--- src/rtl/dma2_pkg.sv ---
package dma2_pkg;

   typedef enum logic [2:0] {
      TGT_TA_LIST = 3'd0,
      TGT_YUV     = 3'd1,
      TGT_DLIST   = 3'd2,
      TGT_DTEX    = 3'd3,
      TGT_UNKNOWN = 3'd7
   } tgt_e;

   localparam int REG_DEST  = 0;
   localparam int REG_LEN   = 1;
   localparam int REG_START = 2;
   localparam int REG_MODE  = 3;
   localparam int REG_NSTAT = 4;
   localparam int REG_NMASK = 5;
   localparam int REG_ERR   = 6;
   localparam int REG_SORT  = 7;
   localparam int REG_ROUTE = 8;
   localparam int REG_COUNT = 9;

   localparam int BUSY_BIT  = 8;

endpackage

--- src/rtl/dma2_route_decode.sv ---
module dma2_route_decode
   import dma2_pkg::*;
#(
   parameter int          DW        = 32,
   parameter logic [31:0] TA_LO     = 32'h1000_0000,
   parameter logic [31:0] TA_HI     = 32'h107F_FFFF,
   parameter logic [31:0] YUV_LO    = 32'h1080_0000,
   parameter logic [31:0] YUV_HI    = 32'h10FF_FFFF,
   parameter logic [31:0] DIRA_LO   = 32'h1100_0000,
   parameter logic [31:0] DIRB_LO   = 32'h1300_0000,
   parameter logic [31:0] DIR_SPAN  = 32'h0100_0000
)(
   input  logic [DW-1:0] addr_i,
   input  logic [1:0]    mode_i,
   output tgt_e          tgt_o
);

   localparam int NDIR = 2;
   localparam logic [31:0] DIR_LO [NDIR] = '{DIRA_LO, DIRB_LO};

   logic            hit_ta;
   logic            hit_yuv;
   logic [NDIR-1:0] hit_dir;
   logic [NDIR-1:0] dir_list;

   if (DW < 32) begin : g_bad_dw
      $error("dma2_route_decode: DW must be at least 32");
   end
   if (TA_HI >= YUV_LO) begin : g_bad_win
      $error("dma2_route_decode: windows overlap");
   end

   assign hit_ta  = (addr_i >= DW'(TA_LO))  && (addr_i <= DW'(TA_HI));
   assign hit_yuv = (addr_i >= DW'(YUV_LO)) && (addr_i <= DW'(YUV_HI));

   for (genvar g = 0; g < NDIR; g++) begin : g_dir
      assign hit_dir[g]  = (addr_i >= DW'(DIR_LO[g])) &&
                           (addr_i <= DW'(DIR_LO[g] + DIR_SPAN - 32'd1));
      assign dir_list[g] = mode_i[g];
   end

   always_comb begin
      tgt_o = TGT_UNKNOWN;
      if (hit_ta)
         tgt_o = TGT_TA_LIST;
      else if (hit_yuv)
         tgt_o = TGT_YUV;
      else
         for (int k = 0; k < NDIR; k++)
            if (hit_dir[k])
               tgt_o = dir_list[k] ? TGT_DLIST : TGT_DTEX;
   end

   always_comb begin
      AST_ONE_WINDOW: assert ($onehot0({hit_ta, hit_yuv, hit_dir}));
   end

endmodule

--- src/rtl/dma2_w1c_bank.sv ---
module dma2_w1c_bank #(
   parameter int W = 32
)(
   input  logic         clk,
   input  logic         rst_n,
   input  logic         wr_i,
   input  logic [W-1:0] wdata_i,
   input  logic [W-1:0] set_i,
   output logic [W-1:0] q_o
);

   if (W < 1) begin : g_bad_w
      $error("dma2_w1c_bank: W must be positive");
   end

   logic [W-1:0] clr;
   assign clr = wr_i ? wdata_i : '0;

   always_ff @(posedge clk) begin
      if (!rst_n)
         q_o <= '0;
      else
         q_o <= (q_o & ~clr) | set_i;
   end

   AST_SET_STICKS: assert property (@(posedge clk) disable iff (!rst_n)
      (|set_i) |=> ((q_o & $past(set_i)) == $past(set_i)));

   AST_W1C_EXACT: assert property (@(posedge clk) disable iff (!rst_n)
      (wr_i && (set_i == '0)) |=> (q_o == ($past(q_o) & ~$past(wdata_i))));

endmodule

--- src/rtl/dma2_chan.sv ---
module dma2_chan #(
   parameter int DW = 32
)(
   input  logic          clk,
   input  logic          rst_n,
   input  logic          dest_wr_i,
   input  logic          len_wr_i,
   input  logic [DW-1:0] wdata_i,
   input  logic          start_req_i,
   input  logic          done_i,
   output logic [DW-1:0] dest_o,
   output logic [DW-1:0] len_o,
   output logic          busy_o,
   output logic          launch_acc_o,
   output logic          done_acc_o,
   output logic          xfer_start_o,
   output logic [DW-1:0] xfer_addr_o,
   output logic [DW-1:0] xfer_len_o
);

   logic [DW-1:0] la_q;
   logic [DW-1:0] ll_q;

   assign launch_acc_o = start_req_i && !busy_o;
   assign done_acc_o   = done_i && busy_o;
   assign xfer_addr_o  = la_q;
   assign xfer_len_o   = ll_q;

   always_ff @(posedge clk) begin
      if (!rst_n) begin
         dest_o       <= '0;
         len_o        <= '0;
         busy_o       <= 1'b0;
         xfer_start_o <= 1'b0;
         la_q         <= '0;
         ll_q         <= '0;
      end else begin
         xfer_start_o <= 1'b0;
         if (done_acc_o) begin
            dest_o <= la_q + ll_q;
            len_o  <= '0;
            busy_o <= 1'b0;
         end else begin
            if (dest_wr_i) dest_o <= wdata_i;
            if (len_wr_i)  len_o  <= wdata_i;
            if (launch_acc_o) begin
               busy_o       <= 1'b1;
               xfer_start_o <= 1'b1;
               la_q         <= dest_o;
               ll_q         <= len_o;
            end
         end
      end
   end

   AST_LAUNCH_BUSY: assert property (@(posedge clk) disable iff (!rst_n)
      xfer_start_o |-> busy_o);

   AST_LAUNCH_SNAP: assert property (@(posedge clk) disable iff (!rst_n)
      launch_acc_o |=> (xfer_addr_o == $past(dest_o) && xfer_len_o == $past(len_o)));

   AST_DONE_ADVANCE: assert property (@(posedge clk) disable iff (!rst_n)
      done_acc_o |=> (dest_o == $past(xfer_addr_o + xfer_len_o) && len_o == '0 && !busy_o));

   AST_NO_RELAUNCH: assert property (@(posedge clk) disable iff (!rst_n)
      (busy_o && !done_i) |=> !xfer_start_o);

   AST_IDLE_DONE: assert property (@(posedge clk) disable iff (!rst_n)
      (!busy_o && done_i && !dest_wr_i && !len_wr_i) |=> ($stable(dest_o) && $stable(len_o)));

endmodule

--- src/rtl/dma2_regctl.sv ---
module dma2_regctl
   import dma2_pkg::*;
#(
   parameter int DW       = 32,
   parameter int AW       = 4,
   parameter int DONE_BIT = 0,
   parameter bit IRQ_REG  = 1'b0
)(
   input  logic          clk,
   input  logic          rst_n,
   input  logic          bus_wr,
   input  logic [AW-1:0] bus_addr,
   input  logic [DW-1:0] bus_wdata,
   output logic [DW-1:0] bus_rdata,
   output logic          xfer_start,
   output logic [DW-1:0] xfer_addr,
   output logic [DW-1:0] xfer_len,
   output logic [2:0]    xfer_target,
   input  logic          xfer_done,
   input  logic          xfer_err,
   output logic          irq
);

   localparam int ERR_XFER = 0;
   localparam int ERR_UNK  = 1;

   if ((1 << AW) < REG_COUNT) begin : g_bad_aw
      $error("dma2_regctl: AW too small for register map");
   end
   if (DONE_BIT >= DW || DW < 32) begin : g_bad_dw
      $error("dma2_regctl: bad DW or DONE_BIT");
   end

   logic [REG_COUNT-1:0] wsel;
   for (genvar r = 0; r < REG_COUNT; r++) begin : g_wsel
      assign wsel[r] = bus_wr && (bus_addr == AW'(r));
   end

   logic [DW-1:0] dest_q, len_q;
   logic          busy;
   logic          launch_acc, done_acc;
   logic [1:0]    mode_q;
   logic [DW-1:0] nmask_q;
   logic [DW-1:0] nstat_q, err_q;
   logic [DW-1:0] nstat_set, err_set;
   tgt_e          tgt_now;
   tgt_e          route_q;

   dma2_chan #(.DW(DW)) chan_i (
      .clk          (clk),
      .rst_n        (rst_n),
      .dest_wr_i    (wsel[REG_DEST]),
      .len_wr_i     (wsel[REG_LEN]),
      .wdata_i      (bus_wdata),
      .start_req_i  (wsel[REG_START] && bus_wdata[0]),
      .done_i       (xfer_done),
      .dest_o       (dest_q),
      .len_o        (len_q),
      .busy_o       (busy),
      .launch_acc_o (launch_acc),
      .done_acc_o   (done_acc),
      .xfer_start_o (xfer_start),
      .xfer_addr_o  (xfer_addr),
      .xfer_len_o   (xfer_len)
   );

   dma2_route_decode #(.DW(DW)) dec_i (
      .addr_i (dest_q),
      .mode_i (mode_q),
      .tgt_o  (tgt_now)
   );

   always_ff @(posedge clk) begin
      if (!rst_n) begin
         mode_q  <= '0;
         nmask_q <= '0;
         route_q <= TGT_UNKNOWN;
      end else begin
         if (wsel[REG_MODE])  mode_q  <= bus_wdata[1:0];
         if (wsel[REG_NMASK]) nmask_q <= bus_wdata;
         if (launch_acc)      route_q <= tgt_now;
      end
   end

   assign xfer_target = route_q;

   always_comb begin
      nstat_set = '0;
      nstat_set[DONE_BIT] = done_acc;
      err_set = '0;
      err_set[ERR_XFER] = done_acc && xfer_err;
      err_set[ERR_UNK]  = launch_acc && (tgt_now == TGT_UNKNOWN);
   end

   dma2_w1c_bank #(.W(DW)) nstat_i (
      .clk     (clk),
      .rst_n   (rst_n),
      .wr_i    (wsel[REG_NSTAT]),
      .wdata_i (bus_wdata),
      .set_i   (nstat_set),
      .q_o     (nstat_q)
   );

   dma2_w1c_bank #(.W(DW)) err_i (
      .clk     (clk),
      .rst_n   (rst_n),
      .wr_i    (wsel[REG_ERR]),
      .wdata_i (bus_wdata),
      .set_i   (err_set),
      .q_o     (err_q)
   );

   logic irq_comb;
   assign irq_comb = |(nstat_q & nmask_q);

   if (IRQ_REG) begin : g_irq_reg
      logic irq_q;
      always_ff @(posedge clk) begin
         if (!rst_n) irq_q <= 1'b0;
         else        irq_q <= irq_comb;
      end
      assign irq = irq_q;
   end else begin : g_irq_comb
      assign irq = irq_comb;
   end

   always_comb begin
      bus_rdata = '0;
      case (int'(bus_addr))
         REG_DEST:  bus_rdata = dest_q;
         REG_LEN:   bus_rdata = len_q;
         REG_START: bus_rdata[0] = busy;
         REG_MODE:  bus_rdata[1:0] = mode_q;
         REG_NSTAT: bus_rdata = nstat_q;
         REG_NMASK: bus_rdata = nmask_q;
         REG_ERR:   bus_rdata = err_q;
         REG_ROUTE: begin
            bus_rdata[2:0]      = route_q;
            bus_rdata[BUSY_BIT] = busy;
         end
         default:   bus_rdata = '0;
      endcase
   end

   AST_UNK_FLAGGED: assert property (@(posedge clk) disable iff (!rst_n)
      (launch_acc && tgt_now == TGT_UNKNOWN) |=> err_q[ERR_UNK]);

   AST_ROUTE_LATCH: assert property (@(posedge clk) disable iff (!rst_n)
      launch_acc |=> (xfer_target == $past(tgt_now)));

   AST_SORT_QUIET: assert property (@(posedge clk) disable iff (!rst_n)
      (wsel[REG_SORT] && !busy) |=> !xfer_start);

   AST_DONE_FLAG: assert property (@(posedge clk) disable iff (!rst_n)
      done_acc |=> nstat_q[DONE_BIT]);

endmodule

--- config.mk ---
export PLATFORM = sky130hd
export DESIGN_NAME = dma2_regctl
export DESIGN_NICKNAME = d
export VERILOG_FILES = /design/src/rtl/dma2_pkg.sv /design/src/rtl/dma2_route_decode.sv /design/src/rtl/dma2_w1c_bank.sv /design/src/rtl/dma2_chan.sv /design/src/rtl/dma2_regctl.sv
export SDC_FILE = /design/constraint.sdc
export NUM_CORES = 1
export LEC_CHECK = 0
export BUFFER_PORTS_ARGS = -buffer_cell sky130_fd_sc_hd__buf_2
export CAP_MARGIN = 10
export CORE_MARGIN = 4
export CORE_UTILIZATION = 35
export CTS_CLUSTER_SIZE = 28
export DETAILED_ROUTE_END_ITERATION = 10
export GPL_ROUTABILITY_DRIVEN = 1
export SYNTH_ARGS = -nofsm -noshare
export SYNTH_HDL_FRONTEND = slang
export SYNTH_SLANG_ARGS = --single-unit
--- constraint.sdc ---
create_clock -name clk -period 2.3 [get_ports clk]
set_clock_uncertainty 0.2 [all_clocks]
set_input_delay 0.115 -clock clk [delete_from_list [all_inputs] [get_ports clk]]
set_output_delay 0.115 -clock clk [all_outputs]
set_load 0.02 [all_outputs]
---- Word-level counts from Yosys, hierarchy flattened ----
Cells that the tools add are included.
word-level totals
  register bits after elaboration ......... 231
  input port bits ......................... 41
  logic and storage cells ................. 76
operators by class
  add/sub/neg operators ................... 1
  $lt $le $gt $ge ......................... 8
  equal/unequal tests ..................... 8
  mux-type cells .......................... 17
  bitwise logic cells ..................... 9
  reduce and logical (&&, ||, !) cells .... 22
operators by type and width
  cell                                                                                    number
  32-bit by 29-bit greater-or-equal comparator with 1-bit output (second input constant)  4
  32-bit by 29-bit <= comparator with 1-bit output (second input constant)                4
  32-bit two-way mux                                                                      4
  23-bit case mux with 5 select lines                                                     1
  32-bit bitwise AND                                                                      3
  32-bit inverter                                                                         2
  32-bit adder                                                                            1
  32-bit by 1-bit bitwise OR with 32-bit output                                           1
  32-bit by 2-bit bitwise OR with 32-bit output                                           1
  32-bit OR reduction                                                                     1
  5-bit case mux with 5 select lines                                                      1
  1-bit logical AND                                                                       16
  4-bit by 3-bit == test with 1-bit output (second input constant)                        3
  3-bit two-way mux                                                                       4
  1-bit case mux with 6 select lines                                                      2
  4-bit by 2-bit == test with 1-bit output (second input constant)                        2
  1-bit case mux with 8 select lines                                                      1
  1-bit case mux with 7 select lines                                                      1
  4-bit by 1-bit == test with 1-bit output (second input constant)                        1
  4-bit == test (second input constant)                                                   1
  4-bit logical NOT                                                                       1
  3-bit == test (second input constant)                                                   1
  1-bit two-way mux                                                                       3
  1-bit inverter                                                                          2
  other kinds (4)                                                                         4

---- Depth between registers and ports, before layout ----
  depth in word-level cells ............... 9
  gate-level depth with buffers ........... 10

---- Hierarchy ----
From an unflattened synthesis, not the netlist that was laid out.
unflattened totals
  cell total of the unflattened synthesis .. 1402
  area, all modules ....................... 11669.9 µm²
by module, submodules not included
  module             instances  cells each  area an instance (µm²)  seq. area each (µm²)
  dma2_chan          1          788         6682.7                  2602.5
  dma2_regctl        1          335         2622.5                  740.7
  dma2_w1c_bank      2          134         1151.1                  640.6
  dma2_route_decode  1          11          62.6                    0.0

---- Worst setup path after synthesis ----
Ideal clock, no wire load.
  kind .................................... register -> register
  start ................................... reg chan_i.ll_q[0] (netlist: chan_i.xfer_len_o[0])
  end ..................................... reg chan_i.dest_o[24]
  setup time .............................. 0.120 ns
  data arrival time ....................... 2.344 ns
  data required time ...................... 1.980 ns
  path slack .............................. -0.364 ns
  stages on the path, launching flop included .. 11
  path buffers ............................ 0
  clock period less this slack ............ 2.664 ns
  cells stage by stage .................... dfxtp_1 ha_1 inv_1 fa_1 nor2b_1 o31ai_1 a21boi_1 o31a_1 a21o_1 nor2_1 a211o_1
between the ends
  cells in the longest elaborated chain, start to end .. 2
ends and longest elaborated chain
  element                 RTL line         RTL
  start, declared         dma2_chan.sv:22  logic [DW-1:0] ll_q;
  start signal, assigned  dma2_chan.sv:50  ll_q <= len_o;
  32-bit adder            dma2_chan.sv:40  dest_o <= la_q + ll_q;
  32-bit two-way mux      dma2_chan.sv:39  if (done_acc_o) begin
  end signal, assigned    dma2_chan.sv:40
  end signal, assigned    dma2_chan.sv:44  if (dest_wr_i) dest_o <= wdata_i;
  end, declared           dma2_chan.sv:11  output logic [DW-1:0] dest_o,
No other way between the ends.
A chain may end at the register's enable or synchronous reset.

---- Final worst setup path ----
  start ................................... reg chan_i.la_q[0] (netlist: chan_i.xfer_addr_o[0])
  end ..................................... reg chan_i.dest_o[26]
between the ends
  cells in the longest elaborated chain, start to end .. 2
ends and longest elaborated chain
  element                 RTL line         RTL
  start, declared         dma2_chan.sv:21  logic [DW-1:0] la_q;
  start signal, assigned  dma2_chan.sv:49  la_q <= dest_o;
  32-bit adder            dma2_chan.sv:40
  32-bit two-way mux      dma2_chan.sv:39
No other way between the ends.

==> metrics.txt <==
Area growth, synth to finish 40.72%; clock period minus worst slack 2563 ps; top library cells by usage in the layout, fill and taps aside sky130_fd_sc_hd__nand2_1, sky130_fd_sc_hd__a21oi_1, sky130_fd_sc_hd__dfxtp_1; flip-flop and latch area between 4000 and 5000 um2; maximum root-to-sink buffer count 3; routed len/inst roughly 21 um; Period Utilization, post-route 111.4%; Rows 63; crit path from chan_i.xfer_addr_o[0]; total inserted antenna cells 0; static leakage 6.331 nW; largest net degree at the start of global routing 111; top area cells in the synthesized netlist sky130_fd_sc_hd__dfxtp_1, sky130_fd_sc_hd__nand2_1, sky130_fd_sc_hd__a21oi_1; floorplan die width 183.4 um; Crit path largest cell delay 410 ps; Max H-tree Level 1; sequential area share after synthesis about 43%; CTS tree done; most common cell after layout, fill and taps aside sky130_fd_sc_hd__nand2_1; Hold WS 67.58 ps; cell-by-cell listing of the critical path ha_4 -> inv_2 -> fa_2 -> nor2b_2 -> o31ai_4 -> a21boi_2 -> o31a_4 -> buf_4 -> a311oi_2 -> xor2_1 -> o22ai_1; count of TritonRoute iterations in the first routing pass 9; Synth async-reset ratio 0%; share of layout cells above drive strength 1 30.14%; worst setup timing slack at the placement stage -281.5 ps; clock edge transition at the registers on the reported setup and hold paths 60 ps; number of filler cells placed in the layout 2881; final worst slack -262.7 ps; detailed-route wire length between 40000 and 50000 um; Num CTS Buffers 27; highest achievable clock rate 390.2 MHz; first-iteration detailed-routing DRC count 1273; violated checks setup timing; category of the worst setup path launch point register; dominant cell type by area after synthesis sky130_fd_sc_hd__dfxtp_1; startpoint-to-endpoint class of the critical path reg2reg; instance count along the most critical hold path 5; Final Wtd Congestion 0.9550; initial cell density of the core 35.86%; number of clock sinks seen by CTS 231; count of maximum capacitance violations 0; number of flops mapped to enable cells by yosys 0; kind of capture point of the worst setup path register; worst max-slew margin expressed relative to the limit 47.31%; # setup viols final 20; Worst Path Arrival ~2800 ps; number of top-level pins around 140; Post-DRT Antenna Nets 0; critical register-to-register path startpoint chan_i.xfer_addr_o[0]; overall routing resource usage 24.53%; via count of the first global-routing pass 10.80k; largest vdd supply drop about 0.45 mV; post-synth design cell area 10770 um2; start point of the worst hold path bus_addr[2]; hold violation count in the final report 0; transition time of the tightest slew-check pin around 790 ps; antenna violations before repair 0; count of input and output buffers 141; area occupied by multi-input gates 6379 um2; Final HPWL DP 31610 um; total vias in the final route roughly 11k; Synth Instances 1358; height of the die 183.4 um; clock latency on the worst-skew pair 530 ps; Slowest-stage cell, CP sky130_fd_sc_hd__o31a_4; residual DRC count 0; global-route wire length before repair 65360 um; run status finished with violations; classification of the worst-slack hold path in2reg; Nets around 1.7k; overall die area 33640 um2; register bit total from synthesis around 230; biggest fanout along the worst timing path 5; placeable core region 30030 um2; total power per unit cell area a little over 600 nW/um2; vias per std cell 5.564; Clock Tree Root sky130_fd_sc_hd__clkbuf_16; final global-route overflow total 0; Syn Nets about 1.4k; average cell area after synthesis just under 8 um2; number of pins exceeding their max-slew limit in the final report 0; yosys synthesis warning count 0; Critical Path RT 2490 ps; distinct cell type count of the synthesized netlist 66; utilization of the core after routing between 50 and 60%; length in cells of the worst reg-to-reg path 11; most common flop cell mapped by yosys sky130_fd_sc_hd__dfxtp_1; proportion of netlist area held by the largest area contributor a little over two fifths; setup repair after global routing missed its margin yes
[worst paths after layout]
kind / endpoint / slack, ps
max: chan_i.dest_o[26] / -260
min: mode_q[1] / 70
max reg2reg: chan_i.dest_o[26] / -260
min reg2reg: err_i.q_o[29] / 230
[kinds of logic after synthesis]
| group | share of synthesized area, % |
|---|---|
| AO/OA/AOI/OAI | 25.24 |
| flip-flops | 42.94 |
| buffers and inverters | 3.625 |
| multiplexers | 3.346 |
| adder cells (fa/ha/maj) | 3.787 |
| AND/OR/NAND/NOR | 19.11 |
| XOR/XNOR | 1.952 |
[flip-flops by register name (all words and copies together), names as in the netlist]
name / count
chan_i.dest_o: 32
chan_i.busy_o: 1
mode_q: 2
xfer_target: 3
nstat_i.q_o: 32
chan_i.xfer_start_o: 1
nmask_q: 32
chan_i.xfer_addr_o: 32
chan_i.xfer_len_o: 32
err_i.q_o: 32
chan_i.len_o: 32
[per-stage QoR]
stage	area, um2	total power, mW	std cells	setup TNS [ps]
final	15160	9.169	2062	-2894
after global routing	15160	9.426	2062	-4681
after CTS	14820	9.231	2055	-3314
after detailed placement	13320	4.501	1960	-2340
after global placement	13320	4.499	1960	-1646
after floorplan	11100	4.294	1358	-350.9
[critical path, delay by kind of cell (launching register included)]
| family | cells | cell delay [ps] |
|---|---|---|
| AND/OR/NAND/NOR | 1 | 70 |
| buffers and inverters | 2 | 200 |
| AO/OA/AOI/OAI | 5 | 1060 |
| XOR/XNOR | 1 | 170 |
| adder cells (fa/ha/maj) | 2 | 370 |
| flip-flops | 1 | 350 |
[synth_stat cells, drive strengths merged, types with 4 or more instances]
cell,instances
dfxtp,231
nand4,5
a31oi,4
inv,10
xor2,13
nand2b,7
ha,31
xnor2,11
a22oi,43
and2,5
mux2,8
buf,11
nand2,395
nor2,43
nand3,18
a211oi,13
o21a,5
o22ai,13
o21ai,34
a22o,4
a21o,11
a221oi,5
nor3,6
a21oi,234
clkbuf,80
a222oi,31
mux2i,27
o2111ai,4
nor2b,5
[report_power, final]
| part | internal [mW] | switching, mW |
|---|---|---|
| sequential | 4.02 | 0.0342 |
| clock | 2.96 | 1.73 |
| combinational | 0.148 | 0.276 |
[final cells by class]
cell class	instances	share of cell area (%)
clock buffer	38	5.267
clock inverter	11	1.189
inverter	10	0.2559
multi-input combinational	1026	42.09
sequential	231	31.02
tap	390	3.220
timing repair buffer	356	16.97
[what timing repair did]
| action | in CTS | in global routing |
|---|---|---|
| endpoints found under the setup margin | 24 | 37 |
| pin swaps | 22 | 37 |
| hold buffers | 41 | 0 |
| cloned | 0 | 0 |
| setup buffers | 6 | 8 |
| hold endpoints to repair | 163 | 0 |
| resized for setup | 27 | 55 |
[per-layer routing]
| layer | up-vias | track usage [%] | share of wire, % |
|---|---|---|---|
| met1 | 5457 | 36.36 | 46 |
| li1 | 5430 | - | - |
| met2 | 513 | 37.71 | 44 |
| met4 | 0 | 6.108 | 2.8 |
| met3 | 72 | 3.364 | 7.3 |
| met5 | - | 0 | 0 |
(Power assumes the default switching activity.)
